**src/rtl/i2cf_pkg.sv**
```systemverilog
package i2cf_pkg;
  localparam int BYTE_W   = 8;
  localparam int ADDR10_W = 10;
  localparam int STAT_W   = 6;

  localparam int ST_MATCH = 0;
  localparam int ST_GC    = 1;
  localparam int ST_DIR   = 2;
  localparam int ST_ARB   = 3;
  localparam int ST_STOP  = 4;
  localparam int ST_NAK   = 5;

  // first-byte pattern of a 10-bit address: fixed prefix plus two top bits
  function automatic logic [BYTE_W-2:0] ten_hdr(input logic [ADDR10_W-1:0] a);
    return {5'b11110, a[ADDR10_W-1:BYTE_W]};
  endfunction

  function automatic logic [BYTE_W-1:0] shift_in(input logic [BYTE_W-1:0] s,
                                                 input logic b);
    return {s[BYTE_W-2:0], b};
  endfunction
endpackage

```
**src/rtl/i2cf_line_mon.sv**
```systemverilog
module i2cf_line_mon (
  input  logic clk,
  input  logic rst_n,
  input  logic scl,
  input  logic sda,
  output logic start_ev,
  output logic stop_ev,
  output logic scl_rise
);
  logic scl_q, sda_q;

  always_ff @(posedge clk or negedge rst_n) begin
    if (!rst_n) begin
      scl_q <= 1'b1;
      sda_q <= 1'b1;
    end else begin
      scl_q <= scl;
      sda_q <= sda;
    end
  end

  assign start_ev = scl & scl_q & sda_q & ~sda;
  assign stop_ev  = scl & scl_q & ~sda_q & sda;
  assign scl_rise = scl & ~scl_q;
endmodule

```
**src/rtl/i2cf_addr_track.sv**
```systemverilog
module i2cf_addr_track
  import i2cf_pkg::*;
#(
  parameter int BW = BYTE_W,
  parameter int AW = ADDR10_W
) (
  input  logic          clk,
  input  logic          rst_n,
  input  logic          en,
  input  logic          ten_bit,
  input  logic          gc_en,
  input  logic [AW-1:0] own_addr,
  input  logic          start_ev,
  input  logic          stop_ev,
  input  logic          scl_rise,
  input  logic          sda,
  output logic          byte_done,
  output logic          first_done,
  output logic          first_lsb,
  output logic          addr_hit,
  output logic          gc_hit,
  output logic          sb_hit,
  output logic          data_ack,
  output logic          addressed
);
  localparam int CNT_W = $clog2(BW + 1);
  localparam logic [CNT_W-1:0] LAST_BIT = CNT_W'(BW - 1);
  localparam logic [CNT_W-1:0] ACK_BIT  = CNT_W'(BW);
  localparam logic [1:0] IDX_MAX = 2'd3;

  logic [CNT_W-1:0] bit_cnt;
  logic [BW-1:0]    shreg;
  logic [BW-1:0]    next_bits;
  logic [1:0]       byte_idx;
  logic [1:0]       data_start;
  logic             in_xfer, hdr_ok;
  logic             ack_clk, second_done, hdr_m, m7, m10;

  assign next_bits   = shift_in(shreg, sda);
  assign byte_done   = in_xfer & scl_rise & (bit_cnt == LAST_BIT);
  assign ack_clk     = in_xfer & scl_rise & (bit_cnt == ACK_BIT);
  assign first_done  = byte_done & (byte_idx == 2'd0);
  assign second_done = byte_done & (byte_idx == 2'd1);
  assign first_lsb   = next_bits[0];

  assign m7    = ~ten_bit & first_done & (next_bits[BW-1:1] == own_addr[BW-2:0]);
  assign hdr_m =  ten_bit & first_done & (next_bits[BW-1:1] == ten_hdr(own_addr));
  assign m10   =  ten_bit & second_done & hdr_ok & (next_bits == own_addr[BW-1:0]);
  assign addr_hit = m7 | m10;
  assign gc_hit   = gc_en & first_done & (next_bits == BW'(0));
  assign sb_hit   = gc_en & first_done & (next_bits == BW'(1));

  assign data_start = ten_bit ? 2'd2 : 2'd1;
  assign data_ack   = ack_clk & (byte_idx >= data_start);

  always_ff @(posedge clk or negedge rst_n) begin
    if (!rst_n) begin
      bit_cnt   <= '0;
      shreg     <= '0;
      byte_idx  <= '0;
      in_xfer   <= 1'b0;
      hdr_ok    <= 1'b0;
      addressed <= 1'b0;
    end else if (!en) begin
      bit_cnt   <= '0;
      shreg     <= '0;
      byte_idx  <= '0;
      in_xfer   <= 1'b0;
      hdr_ok    <= 1'b0;
      addressed <= 1'b0;
    end else if (start_ev) begin
      bit_cnt   <= '0;
      byte_idx  <= '0;
      in_xfer   <= 1'b1;
      hdr_ok    <= 1'b0;
      addressed <= 1'b0;
    end else if (stop_ev) begin
      in_xfer   <= 1'b0;
      addressed <= 1'b0;
    end else if (scl_rise && in_xfer) begin
      if (bit_cnt == ACK_BIT) begin
        bit_cnt <= '0;
        if (byte_idx != IDX_MAX) byte_idx <= byte_idx + 2'd1;
      end else begin
        bit_cnt <= bit_cnt + 1'b1;
        shreg   <= next_bits;
      end
      hdr_ok    <= hdr_ok | hdr_m;
      addressed <= addressed | addr_hit | gc_hit;
    end
  end
endmodule

```
**src/rtl/i2cf_flag_reg.sv**
```systemverilog
module i2cf_flag_reg
  import i2cf_pkg::*;
(
  input  logic              clk,
  input  logic              rst_n,
  input  logic              en,
  input  logic              master_mode,
  input  logic              stat_rd,
  input  logic              ev_match,
  input  logic              ev_first,
  input  logic              first_gc,
  input  logic              first_lsb,
  input  logic              ev_stop,
  input  logic              nak_cand,
  input  logic              ev_arb,
  output logic [STAT_W-1:0] status
);
  logic match_q, gc_q, dir_q, arb_q, stop_q, nak_q;
  logic slave, keep, ev_nak;

  assign slave  = ~master_mode;
  assign keep   = ~stat_rd;
  assign ev_nak = slave & dir_q & nak_cand;

  always_ff @(posedge clk or negedge rst_n) begin
    if (!rst_n) begin
      {match_q, gc_q, dir_q, arb_q, stop_q, nak_q} <= '0;
    end else if (!en) begin
      {match_q, gc_q, dir_q, arb_q, stop_q, nak_q} <= '0;
    end else begin
      match_q <= (slave & ev_match) | (match_q & keep);
      arb_q   <= ev_arb | (arb_q & keep);
      stop_q  <= (slave & ev_stop) | (stop_q & keep);
      nak_q   <= ev_nak | (nak_q & keep);
      if (slave && ev_first) begin
        gc_q  <= first_gc;
        dir_q <= first_lsb;
      end
    end
  end

  always_comb begin
    status          = '0;
    status[ST_MATCH] = match_q;
    status[ST_GC]    = gc_q;
    status[ST_DIR]   = dir_q;
    status[ST_ARB]   = arb_q;
    status[ST_STOP]  = stop_q;
    status[ST_NAK]   = nak_q;
  end
endmodule

```
**src/rtl/i2c_slv_flags.sv**
```systemverilog
module i2c_slv_flags
  import i2cf_pkg::*;
(
  input  logic                clk,
  input  logic                rst_n,
  input  logic                en,
  input  logic                master_mode,
  input  logic                ten_bit,
  input  logic                gc_en,
  input  logic [ADDR10_W-1:0] own_addr,
  input  logic                scl_in,
  input  logic                sda_in,
  input  logic                sda_drive,
  input  logic                stat_rd,
  output logic [STAT_W-1:0]   status
);
  logic start_ev, stop_ev, scl_rise;
  logic byte_done, first_done, first_lsb;
  logic addr_hit, gc_hit, sb_hit, data_ack, addressed;
  logic ev_stop, ev_arb, nak_cand;

  i2cf_line_mon u_mon (
    .clk(clk), .rst_n(rst_n), .scl(scl_in), .sda(sda_in),
    .start_ev(start_ev), .stop_ev(stop_ev), .scl_rise(scl_rise)
  );

  i2cf_addr_track #(.BW(BYTE_W), .AW(ADDR10_W)) u_trk (
    .clk(clk), .rst_n(rst_n), .en(en), .ten_bit(ten_bit), .gc_en(gc_en),
    .own_addr(own_addr), .start_ev(start_ev), .stop_ev(stop_ev),
    .scl_rise(scl_rise), .sda(sda_in), .byte_done(byte_done),
    .first_done(first_done), .first_lsb(first_lsb), .addr_hit(addr_hit),
    .gc_hit(gc_hit), .sb_hit(sb_hit), .data_ack(data_ack),
    .addressed(addressed)
  );

  // named events for the flag register and the checker
  assign ev_stop  = addressed & (start_ev | stop_ev);
  assign nak_cand = addressed & data_ack & sda_in;
  assign ev_arb   = master_mode & scl_rise & sda_drive & ~sda_in;

  i2cf_flag_reg u_flags (
    .clk(clk), .rst_n(rst_n), .en(en), .master_mode(master_mode),
    .stat_rd(stat_rd), .ev_match(addr_hit), .ev_first(first_done),
    .first_gc(gc_hit | sb_hit), .first_lsb(first_lsb), .ev_stop(ev_stop),
    .nak_cand(nak_cand), .ev_arb(ev_arb), .status(status)
  );
endmodule

```
**config.mk**
```make
export PLATFORM = sky130hd
export DESIGN_NAME = i2c_slv_flags
export DESIGN_NICKNAME = d
export VERILOG_FILES = /design/src/rtl/i2cf_pkg.sv /design/src/rtl/i2cf_line_mon.sv /design/src/rtl/i2cf_addr_track.sv /design/src/rtl/i2cf_flag_reg.sv /design/src/rtl/i2c_slv_flags.sv
export SDC_FILE = /design/constraint.sdc
export NUM_CORES = 1
export LEC_CHECK = 0
export ABC_AREA = 1
export BUFFER_PORTS_ARGS = -buffer_cell sky130_fd_sc_hd__buf_4
export CORE_MARGIN = 5
export CORE_UTILIZATION = 50
export CTS_BUF_LIST = sky130_fd_sc_hd__clkbuf_8
export DETAILED_ROUTE_END_ITERATION = 8
export PLACE_DENSITY = 0.82
export SLEW_MARGIN = 10
export SYNTH_ARGS = -nofsm -noshare
export SYNTH_HDL_FRONTEND = slang
export SYNTH_SLANG_ARGS = --single-unit
```
**constraint.sdc**
```tcl
create_clock -name clk -period 1.3 [get_ports clk]
set_input_delay 0.39 -clock clk [delete_from_list [all_inputs] [get_ports clk]]
set_output_delay 0.39 -clock clk [all_outputs]
set_load 0.02 [all_outputs]
```
==> flow_summary.ini <==
[sta]
period_needed_ps = 1520
fin_skew_ps = 3.87
relSlewSlack_pct = 76.5
min_period_over_period_pct = 117
tightest_slew_ps = 352
finalSetupViolations = 20
report.final.hold_viol_count = 0
worst_hold_slack_ps = 9.25
fmax_mhz = 657
rsz0062_at_grt = true
slew_violations = 0
setup_ws_ps = -222

[power_and_ir_drop]
sw_frac_of_total_pct = 29.4
p_comb_share_pct = 27.5
irDropWorstVdd_mv = 0.614
p_clk_share_pct = 28.4
p_sw_w = 0.000534
power.density_mw_per_mm2 = 758
internal_power_w = 0.00128
p_leak_nw = 1.21
power.share.sequential_pct = 44.1

[finish]
stdcell_area_mm2 = 0.00240
nets = 315
area_delta_synth_final_pct = 42.2
layout-drive-gt1-share_pct = 48.4
antenna_cells = 0

[floorplan]
ios = 26
die_h_um = 68.1
initial_core_util_pct = 50.9
rows = 21
dieWidth_um = 68.1
core_area_mm2 = 0.00331
die_area_mm2 = 0.00463

[route]
routedWlPerCell_um = 15.2
drc = 0
routed_via_density = 5.20
drt_iter0_markers = 138
first_pass_iters = 4
vias = 1730
wirelength_um = 5080
ant_nets = 0

[placement]
gp_congestion = 0.910
place_ws_ps = -115
io_buffers = 25
place_area_mm2 = 0.00204
dpl.hpwl_um = 3080

[logic_synthesis]
netlist.top_cell.by_area = dfrtp_1
synth_area_mm2 = 0.00169
yosys_warnings = 0
ys_types = 33
synth_common_cells = nand2_1, inv_1, dfrtp_1, inv_2
synth_top_area_share_pct = 32.7
syn-num-nets = 258
synth_seq_cells = 24
syn_area_per_cell_um2 = 7.30
synth_edf_count = 0
syn_inst = 231
synth-seq-area-share_pct = 35.8
synth.most_common_cell = nand2_1
async_flop_share_pct = 100
synth_area_leaders = dfrtp_1, nand2_1, inv_1
yosys_most_used_dff = dfrtp_1

[clock_network]
clockBufferDepth = 2
htree_levels = 1
hold_buffers = 0
clk_pin_slew_ps = 90
root_buffer = clkbuf_8
cts_sinks = 24
cts_buffers = 3
cts_tree = yes
clock_latency_ps = 270

[worst_hold_path]
hold_path.class = input port to async pin

[global_route]
grt_max_degree = 25
first_global_vias = 1666
grt_first_pass_wirelength_um = 7330
grt_overflow = 0
grt_antenna_before_repair = 0
grtUsageTotal_pct = 21.0

[worst_setup_path]
crit_buf_inv = 3
critPathRequiredTime_ps = 1490
start_kind = register
r2r_slack_ps = -220
critPathKind = register to register
cpPeakStageDelay_ps = 450
path_cells = inv_2 -> ha_4 -> nand2_2 -> nor2_4 -> inv_2 -> a21oi_4 -> buf_6 -> nand2_2 -> o21ai_1
critPathTopFamily = flip-flops
crit_slowest_cell = dfrtp_1
endpoint_kind = register
cp_data_arrival_time_ps = 1710
cp_max_fo = 3

[run_status]
violations = setup timing
status = complete, but fails checks

[flow_run]
drv_cap = 0
-- layout make-up --
type,instances,area [um^2]
fill,231,915
clock buffer,4,55.1
timing repair buffer,60,465
inverter,43,174
multi-input combinational,156,1040
sequential,24,603
tap,46,57.6
-- final timing paths --
path,end,cells after the start,start
worst min-delay path,u_trk.bit_cnt[3]$_DFFE_PN0P_,1,rst_n
worst max-delay path,u_trk.shreg[5]$_DFFE_PN0P_,9,u_trk.bit_cnt[0]$_DFFE_PN0P_
worst max register to register,u_trk.shreg[5]$_DFFE_PN0P_,9,u_trk.bit_cnt[0]$_DFFE_PN0P_
worst min register to register,u_flags.gc_q$_DFFE_PN0P_,2,u_flags.gc_q$_DFFE_PN0P_
min in group clk,u_mon.scl_q$_DFF_PN1_,1,scl_in
max in group asynchronous,u_mon.scl_q$_DFF_PN1_,1,rst_n
-- routing by layer --
metal	global-route usage [%]	vias to the layer above	share of wire [%]
met2	36.3	65	51
met5	0	-	0
met4	7.69	0	2.3
li1	-	832	-
met3	3.61	10	5.0
met1	25.8	823	42
-- power groups by stage --
stage / combinational, W / clock (W) / sequential (W)
floorplan: 0.000191 / 0 / 0.000810
global placement: 0.000373 / 0 / 0.000808
detailed placement: 0.000388 / 0 / 0.000811
CTS: 0.000445 / 0.000519 / 0.000797
global route: 0.000544 / 0.000547 / 0.000805
finish: 0.000499 / 0.000516 / 0.000802
-- what timing repair did --
item / 4_1_cts / 5_1_grt
resized for setup: 28 / 25
pin swaps: 8 / 9
setup buffers: 10 / 3
setup endpoints to repair: 17 / 21
-- per-stage QoR --
stage	power [W]	utilization, %	TNS (ps)	cells
floorplan	0.00100	-	-11.5	231
global placement	0.00118	61.6	-505	316
detailed placement	0.00120	61.6	-1010	316
CTS	0.00176	68.4	-1130	330
global route	0.00190	72.4	-4020	333
finish	0.00182	72.4	-2620	333
-- cell families (layout without fill, tap and decap cells) --
family,count (synthesis),after routing,synth area share [%]
adders and majority gates,7,7,5.20
AOI/OAI and AO/OA,34,34,12.7
xor gates and xnor gates,3,3,1.56
and+or+nand+nor,112,112,31.6
buffers and inverters,51,107,13.1
DFF,24,24,35.8
-- cells in the final DEF (no fill, tap or decap), drive strengths merged --
master	instances
nand2	73
buf	60
inv	42
dfrtp	22
nor2	17
nand3	16
a21oi	16
o21ai	11
ha	7
clkbuf	4
nand4	3
nor3	3
xnor2	2
o211ai	2
dfstp	2
o21a	1
o2111ai	1
clkinv	1
xor2	1
a211oi	1
o22ai	1
a22oi	1
-- flip-flops by register name, summed over array words and instances (netlist names) --
| register | cells |
|---|---|
| u_flags.arb_q | 1 |
| u_flags.dir_q | 1 |
| u_flags.gc_q | 1 |
| u_flags.match_q | 1 |
| u_flags.nak_q | 1 |
| u_flags.stop_q | 1 |
| u_mon.scl_q | 1 |
| u_mon.sda_q | 1 |
| u_trk.addressed | 1 |
| u_trk.bit_cnt | 4 |
| u_trk.byte_idx | 2 |
| u_trk.hdr_ok | 1 |
| u_trk.in_xfer | 1 |
| u_trk.shreg | 7 |
No activity file was read; power rests on OpenSTA's default activity.
